<file path="src/rtl/chain_cfg_pkg.sv">
package chain_cfg_pkg;
  parameter int FRAME_W = 6;
  parameter int ADDR_W  = 6;
  parameter int SEL_W   = 3;
  parameter int NUM_SEL = 4;
  parameter logic [FRAME_W-1:0] WR_CODE = 6'b011111;
  parameter logic [FRAME_W-1:0] RD_CODE = 6'b011110;

  localparam int PAY_W    = NUM_SEL * SEL_W;
  localparam int WORD_W   = FRAME_W + 2 * ADDR_W + PAY_W;
  localparam int DLY      = ADDR_W + 1;
  localparam int SR_LEN   = (PAY_W > DLY) ? PAY_W : DLY;
  localparam int IDX_W    = $clog2(WORD_W);
  localparam int POS_W    = $clog2(ADDR_W);
  localparam int PIDX_W   = $clog2(PAY_W);
  localparam int ROW_LO   = FRAME_W;
  localparam int COL_LO   = FRAME_W + ADDR_W;
  localparam int PAY_LO   = FRAME_W + 2 * ADDR_W;
  localparam int CAP_IDX  = WORD_W - DLY;
  localparam int MAX_CODE = NUM_SEL;

  typedef struct packed {
    logic              rowPhase;
    logic              colPhase;
    logic [POS_W-1:0]  fieldPos;
    logic              insert;
    logic [PIDX_W-1:0] payIdx;
    logic              capture;
  } node_strobe_t;
endpackage

</file>
<file path="src/rtl/chain_cfg_ctrl.sv">
module chain_cfg_ctrl
  import chain_cfg_pkg::*;
(
  input  logic               clk,
  input  logic               rstN,
  input  logic [FRAME_W-1:0] frameWin,
  input  logic               tapBit,
  output node_strobe_t       strobe
);
  localparam logic [IDX_W-1:0] ROW_LO_I  = IDX_W'(ROW_LO);
  localparam logic [IDX_W-1:0] COL_LO_I  = IDX_W'(COL_LO);
  localparam logic [IDX_W-1:0] PAY_LO_I  = IDX_W'(PAY_LO);
  localparam logic [IDX_W-1:0] LAST_I    = IDX_W'(WORD_W - 1);
  localparam logic [IDX_W-1:0] CAP_I     = IDX_W'(CAP_IDX);

  logic             active;
  logic [IDX_W-1:0] bitIdx;   // word position of the bit now at the tap
  logic             isRead;
  logic             addrZero;
  logic             codeSeen;
  logic             frameHit;
  logic             inRow;
  logic             inCol;
  logic             inPay;

  assign codeSeen = (frameWin == WR_CODE) || (frameWin == RD_CODE);
  // a new word may only start when idle or right behind the last bit
  assign frameHit = codeSeen && (!active || bitIdx == LAST_I);

  always_ff @(posedge clk or negedge rstN) begin
    if (!rstN) begin
      active   <= 1'b0;
      bitIdx   <= '0;
      isRead   <= 1'b0;
      addrZero <= 1'b0;
    end else if (frameHit) begin
      active   <= 1'b1;
      bitIdx   <= '0;
      isRead   <= (frameWin == RD_CODE);
      addrZero <= 1'b1;
    end else if (active) begin
      if (bitIdx == LAST_I) active <= 1'b0;
      else                  bitIdx <= bitIdx + IDX_W'(1);
      if (bitIdx >= ROW_LO_I && bitIdx < PAY_LO_I) addrZero <= addrZero & ~tapBit;
    end
  end

  assign inRow = active && bitIdx >= ROW_LO_I && bitIdx < COL_LO_I;
  assign inCol = active && bitIdx >= COL_LO_I && bitIdx < PAY_LO_I;
  assign inPay = active && bitIdx >= PAY_LO_I;

  always_comb begin
    strobe.rowPhase = inRow;
    strobe.colPhase = inCol;
    strobe.fieldPos = inRow ? POS_W'(bitIdx - ROW_LO_I) : POS_W'(bitIdx - COL_LO_I);
    strobe.insert   = inPay && isRead && addrZero;
    strobe.payIdx   = PIDX_W'(bitIdx - PAY_LO_I);
    strobe.capture  = active && !isRead && addrZero && bitIdx == CAP_I;
  end
endmodule

</file>
<file path="src/rtl/chain_cfg_dp.sv">
module chain_cfg_dp
  import chain_cfg_pkg::*;
(
  input  logic               clk,
  input  logic               rstN,
  input  logic               serIn,
  input  logic               loadStrobe,
  input  node_strobe_t       strobe,
  output logic [FRAME_W-1:0] frameWin,
  output logic               tapBit,
  output logic               rowData,
  output logic               colData,
  output logic [PAY_W-1:0]   loadRegQ,
  output logic [PAY_W-1:0]   selQ
);
  logic [SR_LEN-1:0] shiftQ;
  logic [ADDR_W-2:0] lowWin;
  logic [ADDR_W-2:0] lowMask;
  logic              borrowFlip;
  logic              cfgBit;
  logic              rowNext;
  logic              colNext;
  logic              capValid;
  logic [PAY_W-1:0]  capData;

  always_ff @(posedge clk or negedge rstN) begin
    if (!rstN) shiftQ <= '0;
    else       shiftQ <= {shiftQ[SR_LEN-2:0], serIn};
  end

  assign tapBit   = shiftQ[DLY-1];
  assign frameWin = shiftQ[DLY-2 -: FRAME_W];
  assign lowWin   = shiftQ[DLY-2:1];

  // a field bit flips on decrement when every less significant bit of the field is zero
  assign lowMask    = {(ADDR_W-1){1'b1}} << strobe.fieldPos;
  assign borrowFlip = (lowWin & lowMask) == '0;
  assign cfgBit     = selQ[PIDX_W'(PAY_W - 1) - strobe.payIdx];

  always_comb begin
    rowNext = tapBit;
    colNext = tapBit;
    if (strobe.colPhase) rowNext = tapBit ^ borrowFlip;
    if (strobe.rowPhase) colNext = tapBit ^ borrowFlip;
    if (strobe.insert) begin
      rowNext = cfgBit;
      colNext = cfgBit;
    end
  end

  always_ff @(negedge clk or negedge rstN) begin
    if (!rstN) begin
      rowData <= 1'b0;
      colData <= 1'b0;
    end else begin
      rowData <= rowNext;
      colData <= colNext;
    end
  end

  always_ff @(posedge clk or negedge rstN) begin
    if (!rstN) begin
      capValid <= 1'b0;
      capData  <= '0;
      loadRegQ <= '0;
    end else begin
      capValid <= strobe.capture;
      if (strobe.capture) capData <= shiftQ[PAY_W-1:0];
      if (capValid) loadRegQ <= capData;
    end
  end

  for (genvar f = 0; f < NUM_SEL; f++) begin : g_sel
    localparam int HI = PAY_W - 1 - f * SEL_W;
    logic [SEL_W-1:0] fieldQ;
    logic [SEL_W-1:0] staged;
    assign staged = loadRegQ[HI -: SEL_W];
    always_ff @(posedge clk or negedge rstN) begin
      if (!rstN) fieldQ <= '0;
      else if (loadStrobe && staged <= SEL_W'(MAX_CODE)) fieldQ <= staged;
    end
    assign selQ[HI -: SEL_W] = fieldQ;
  end
endmodule

</file>
<file path="src/rtl/chain_cfg_node.sv">
module chain_cfg_node
  import chain_cfg_pkg::*;
(
  input  logic             sclk,
  input  logic             rstN,
  input  logic             serIn,
  input  logic             loadStrobe,
  output logic             rowData,
  output logic             rowClk,
  output logic             colData,
  output logic             colClk,
  output logic [PAY_W-1:0] selOut
);
  node_strobe_t       strobe;
  logic [FRAME_W-1:0] frameWin;
  logic               tapBit;
  logic [PAY_W-1:0]   loadRegQ;
  logic               clkEn;

  chain_cfg_ctrl u_ctrl (
    .clk      (sclk),
    .rstN     (rstN),
    .frameWin (frameWin),
    .tapBit   (tapBit),
    .strobe   (strobe)
  );

  chain_cfg_dp u_dp (
    .clk        (sclk),
    .rstN       (rstN),
    .serIn      (serIn),
    .loadStrobe (loadStrobe),
    .strobe     (strobe),
    .frameWin   (frameWin),
    .tapBit     (tapBit),
    .rowData    (rowData),
    .colData    (colData),
    .loadRegQ   (loadRegQ),
    .selQ       (selOut)
  );

  // enable changes while the clock is low, so the gated copies never glitch
  always_ff @(negedge sclk or negedge rstN) begin
    if (!rstN) clkEn <= 1'b0;
    else       clkEn <= 1'b1;
  end

  assign rowClk = sclk & clkEn;
  assign colClk = sclk & clkEn;
endmodule

</file>
<file path="config.mk">
export PLATFORM = sky130hd
export DESIGN_NAME = chain_cfg_node
export DESIGN_NICKNAME = d
export VERILOG_FILES = /design/src/rtl/chain_cfg_pkg.sv /design/src/rtl/chain_cfg_ctrl.sv /design/src/rtl/chain_cfg_dp.sv /design/src/rtl/chain_cfg_node.sv
export SDC_FILE = /design/constraint.sdc
export NUM_CORES = 1
export LEC_CHECK = 0
export ABC_AREA = 1
export ABC_CLOCK_PERIOD_IN_PS = 3340
export BUFFER_PORTS_ARGS = -buffer_cell sky130_fd_sc_hd__buf_4
export CAP_MARGIN = 40
export CORE_UTILIZATION = 50
export DETAILED_ROUTE_END_ITERATION = 8
export PLACE_DENSITY = 0.68
export SLEW_MARGIN = 0
export SYNTH_ARGS = -nofsm -noshare
export SYNTH_HDL_FRONTEND = slang
export SYNTH_SLANG_ARGS = --single-unit
</file>
<file path="constraint.sdc">
create_clock -name sclk -period 3.34 [get_ports sclk]
set_input_delay 0.167 -clock sclk [delete_from_list [all_inputs] [get_ports sclk]]
set_output_delay 0.167 -clock sclk [all_outputs]
set_load 0.01 [all_outputs]
</file>
# == After elaboration in Yosys (flattened, before gate mapping) ==
# Cells that the tools add are included.
# Widths: inputs -> output; s select.
# word_totals
regBits,60
latchBits,0
ramBits,0
rom_bits,0
in_bits,4
out_inout_bits,16
mem_count,0
# op_classes
n_addsub,5
n_mul,0
n_div,0
magnitude_cmp,10
eq_ne,5
n_shift,1
muxes,16
bitwise_logic,5
n_reduce_logical,25
# ops
operator,n
$logic_and 1x1->1,16
$mux 5,3
$eq 6x5->1 const B,2
$le 3x3->1 const B,4
$mux 1,11
$eq 5x5->1 const B,2
$sub 3x3->3 const B,2
$add 5x1->5 const B,1
$and 5x5->5,1
$ge 5x3->1 const B,1
$ge 5x4->1 const B,1
$ge 5x5->1 const B,1
$logic_not 5->1,1
$lt 4x5->1 const B,1
$lt 5x4->1 const B,1
$lt 5x5->1 const B,1
$shl 5x3->5 const A,1
$bmux 1 s4,1
$reduce_and 2->1,2
$reduce_bool 2->1,2
$sub 4x2->4 const B,1
$sub 4x4->4 const A,1
$mux 3,1
$and 1x1->1,2
other kinds (5),7

# == Depth between registers and ports, before layout ==
# logic_depth
word_depth,10
mapped_depth,14

# == Hierarchy ==
# A second synthesis with hierarchy kept.
# hier_totals
hier_cells,298
area_unflattened_um2,2722.6
# modules_own_cells
module,instances,cells_per_inst,area_per_inst_um2,seq_area_each_um2
chain_cfg_dp,1,208,2010.7,1276.2
chain_cfg_ctrl,1,85,668.1,200.2
chain_cfg_node,1,5,43.8,25.0

==> summary.txt <==
status - finished, violations left
failing checks - setup timing
Cell Area, Synth - 2580 um2
final setup vio count - 2
worst-skew pair later-pin latency - 0.45 ns
final cell count without fillers - 401
Async SR Flop Fraction - 1.000
critical path launch point type - register
layout cells sized above 1 - 0.2365
Post-synth EDFFs - 0
Net Switching - 875.0 uW
clock share of power - 0.390
Avg Inst Size Synth - 9.214 um2
Logic pwr share - 0.281
Relative slew margins - 0.5835
vias per inst - 4.930
Initial Utilization - 0.5321
1st-iter DRT viols - 100
Detail Route Antenna Nets - 0
number of max-cap violations - 0
worst r2r path cells - 13
die width - 73.83 um
leading cell types in the layout, fill and taps excluded - 79 x nand2_1, 56 x dfrtp_1, 32 x o21ai_1
Total GRT Usage - 0.2386
Ports - 20
Core Area - 4848 um2
Post-Place Cells - 370
Slew @ Worst Pin - 0.6247 ns
Mapped Nets - 291
largest net degree at the start of global routing - 46
Total Wirelength - 5.341 mm
Top Usage Layer GRT - met1
CP Capture Type - register
grt met3 use - 0.07682
full die area - 5451 um2
peak supply drop - 629.7 uV
GPL Wtd Cong - 0.8101
Core Rows - 25
Crit Path Category - reg2reg
skew final - 0.01207 ns
HP Class - in2async
number of iterations in the first detailed-routing pass - 4
clock-pin transition on the worst setup and hold timing paths - 0.07 ns
Seq/Total Area, Yosys - 0.5820
Placed Area - 2843 um2
RSZ-0062 raised after global routing - true
P_int - 1.839 mW
Flop pwr share - 0.329
PwrDens - 822.5 nW/um2
Syn Inst Count - 280
commonest non-fill, non-tap cell in the layout - nand2_1
Worst Path Required - 1.97 ns
top cells by area, synth - dfrtp_1 55%, nand2_1 11%, o21ai_1 5.8%
CTS tree - done
GRT overflow - 0
Slew Viols, Final - 0
Die Ht - 73.83 um
RR Startpoint - u_ctrl.bitIdx[2]
YS warnings - 0
sw frac - 0.3224
final setup margin - -0.009373 ns
DRC - 0
Crit Path Max Fanout - 4
top_reg_cell synth - dfrtp_1
met1 global-route usage - 0.3225
area growth from synthesis to layout - 27.89%
Yosys top cell by area - dfrtp_1
Global Route met2 Usage - 0.3211
vias - 1977
FF-to-FF End - u_dp.colData
final core occ - 0.6805
#FFs+latches synth - 60
first-pass GRT wire length - 9.128 mm
initial antenna violation count - 0
vias in the first global route - 1984
NumNets Final - 340
Routed WL per cell - 13.32 um
Hold Vio Cnt, Final - 0
critical path data arrival time - 1.98 ns
Leak - 1.649 nW
total power - 2.714 mW
Synth top area share - 0.5529
Synth cell types - 36
setup slack, reg-to-reg - -0.009 ns
port bufs - 19
diode count - 0
Hold WS - 0.1215 ns
dpl hpwl - 3.600 mm
Final Cell Area - 3299 um2
## cells by family after synthesis
logic type,count (synthesis),share of synthesized area
AND/OR/NAND/NOR,112,0.1877
adder cells (fa/ha/maj),7,0.03395
other,1,0.001454
AO/OA/AOI/OAI,58,0.1256
flip-flops,60,0.5820
buffers and inverters,41,0.06595
XOR/XNOR,1,0.003395
## cells in the mapped netlist, types with 2 or more instances
master,count
inv_1,26
o22ai_1,2
ha_1,7
nand3_2,2
buf_4,2
nor3_1,2
dfrtp_1,57
nand4_1,3
o21ai_1,30
dfrtn_1,3
clkbuf_1,2
o21ai_0,17
nor2_1,11
nand3_1,8
inv_2,9
nand2_1,79
## power groups by stage
| stage | Combinational, mW | Clock [mW] | Sequential [mW] |
|---|---|---|---|
| detailed placement | 0.681 | 0.0323 | 0.894 |
| floorplan | 0.474 | 0.0232 | 0.884 |
| CTS | 0.687 | 1.09 | 0.881 |
| global placement | 0.674 | 0.0323 | 0.891 |
| finish | 0.763 | 1.06 | 0.892 |
| global route | 0.860 | 1.13 | 0.901 |
## worst max-delay path, cell delays in order, from the launching register on
cell and delay (ns):
dfrtp_2 0.45, buf_6 0.14, a21oi_4 0.22, nand2_4 0.10, nand2_4 0.09, nand2_1 0.06
nand2_1 0.05, nand2_1 0.05, nand3_2 0.08, nand2_1 0.05, nand2_1 0.08, nand3_1 0.07
nand2_1 0.06, nand2_1 0.04
## through the flow
stage          setup WS (ns)  setup TNS (ns)
3_5_place_dp         0.02134               0
5_1_grt              -0.1033         -0.2063
6_report           -0.009373        -0.01415
2_1_floorplan        0.01701               0
3_3_place_gp         0.07710               0
4_1_cts              0.01576               0
## per-layer routing
| metal | up-vias | part of all wire |
|---|---|---|
| met1 | 917 | 0.50 |
| met3 | 15 | 0.032 |
| li1 | 1007 | - |
| met5 | - | 0 |
| met4 | 0 | 0.026 |
| met2 | 38 | 0.45 |
## registers in the layout, indices dropped and copies added, names as in the netlist, 5 cells and up
name               count
u_dp.g_sel.fieldQ     12
u_dp.shiftQ           12
u_dp.capData          12
u_dp.loadRegQ         12
u_ctrl.bitIdx          5
## how the worst max path moves through the flow
stage	start	endpoint	slack [ns]	cells after the start
after floorplan	u_ctrl.bitIdx[2]	u_dp.rowData	0.02	12
after global placement	u_ctrl.bitIdx[2]	u_dp.rowData	0.08	11
after detailed placement	u_ctrl.bitIdx[2]	u_dp.colData	0.02	12
after CTS	u_ctrl.bitIdx[2]	u_dp.colData	0.02	12
after global routing	u_ctrl.bitIdx[1]	u_dp.rowData	-0.10	12
final	u_ctrl.bitIdx[2]	u_dp.colData	-0.009	13
## layout make-up
cell class | instances | area [um2]
repair buffers | 31 | 241.5
clock buffers | 24 | 317.8
fillers | 399 | 1549
flip-flops and latches | 60 | 1503
inverters | 34 | 127.6
well taps | 67 | 83.83
clock inverters | 6 | 77.57
multi-input cells | 179 | 948.4
## repair_timing
action	CTS	global route
buffers inserted	0	2
hold buffers	2	0
setup endpoints to repair	0	2
resized for setup	0	11
hold endpoints to repair	13	0
(Power assumes the default switching activity.)
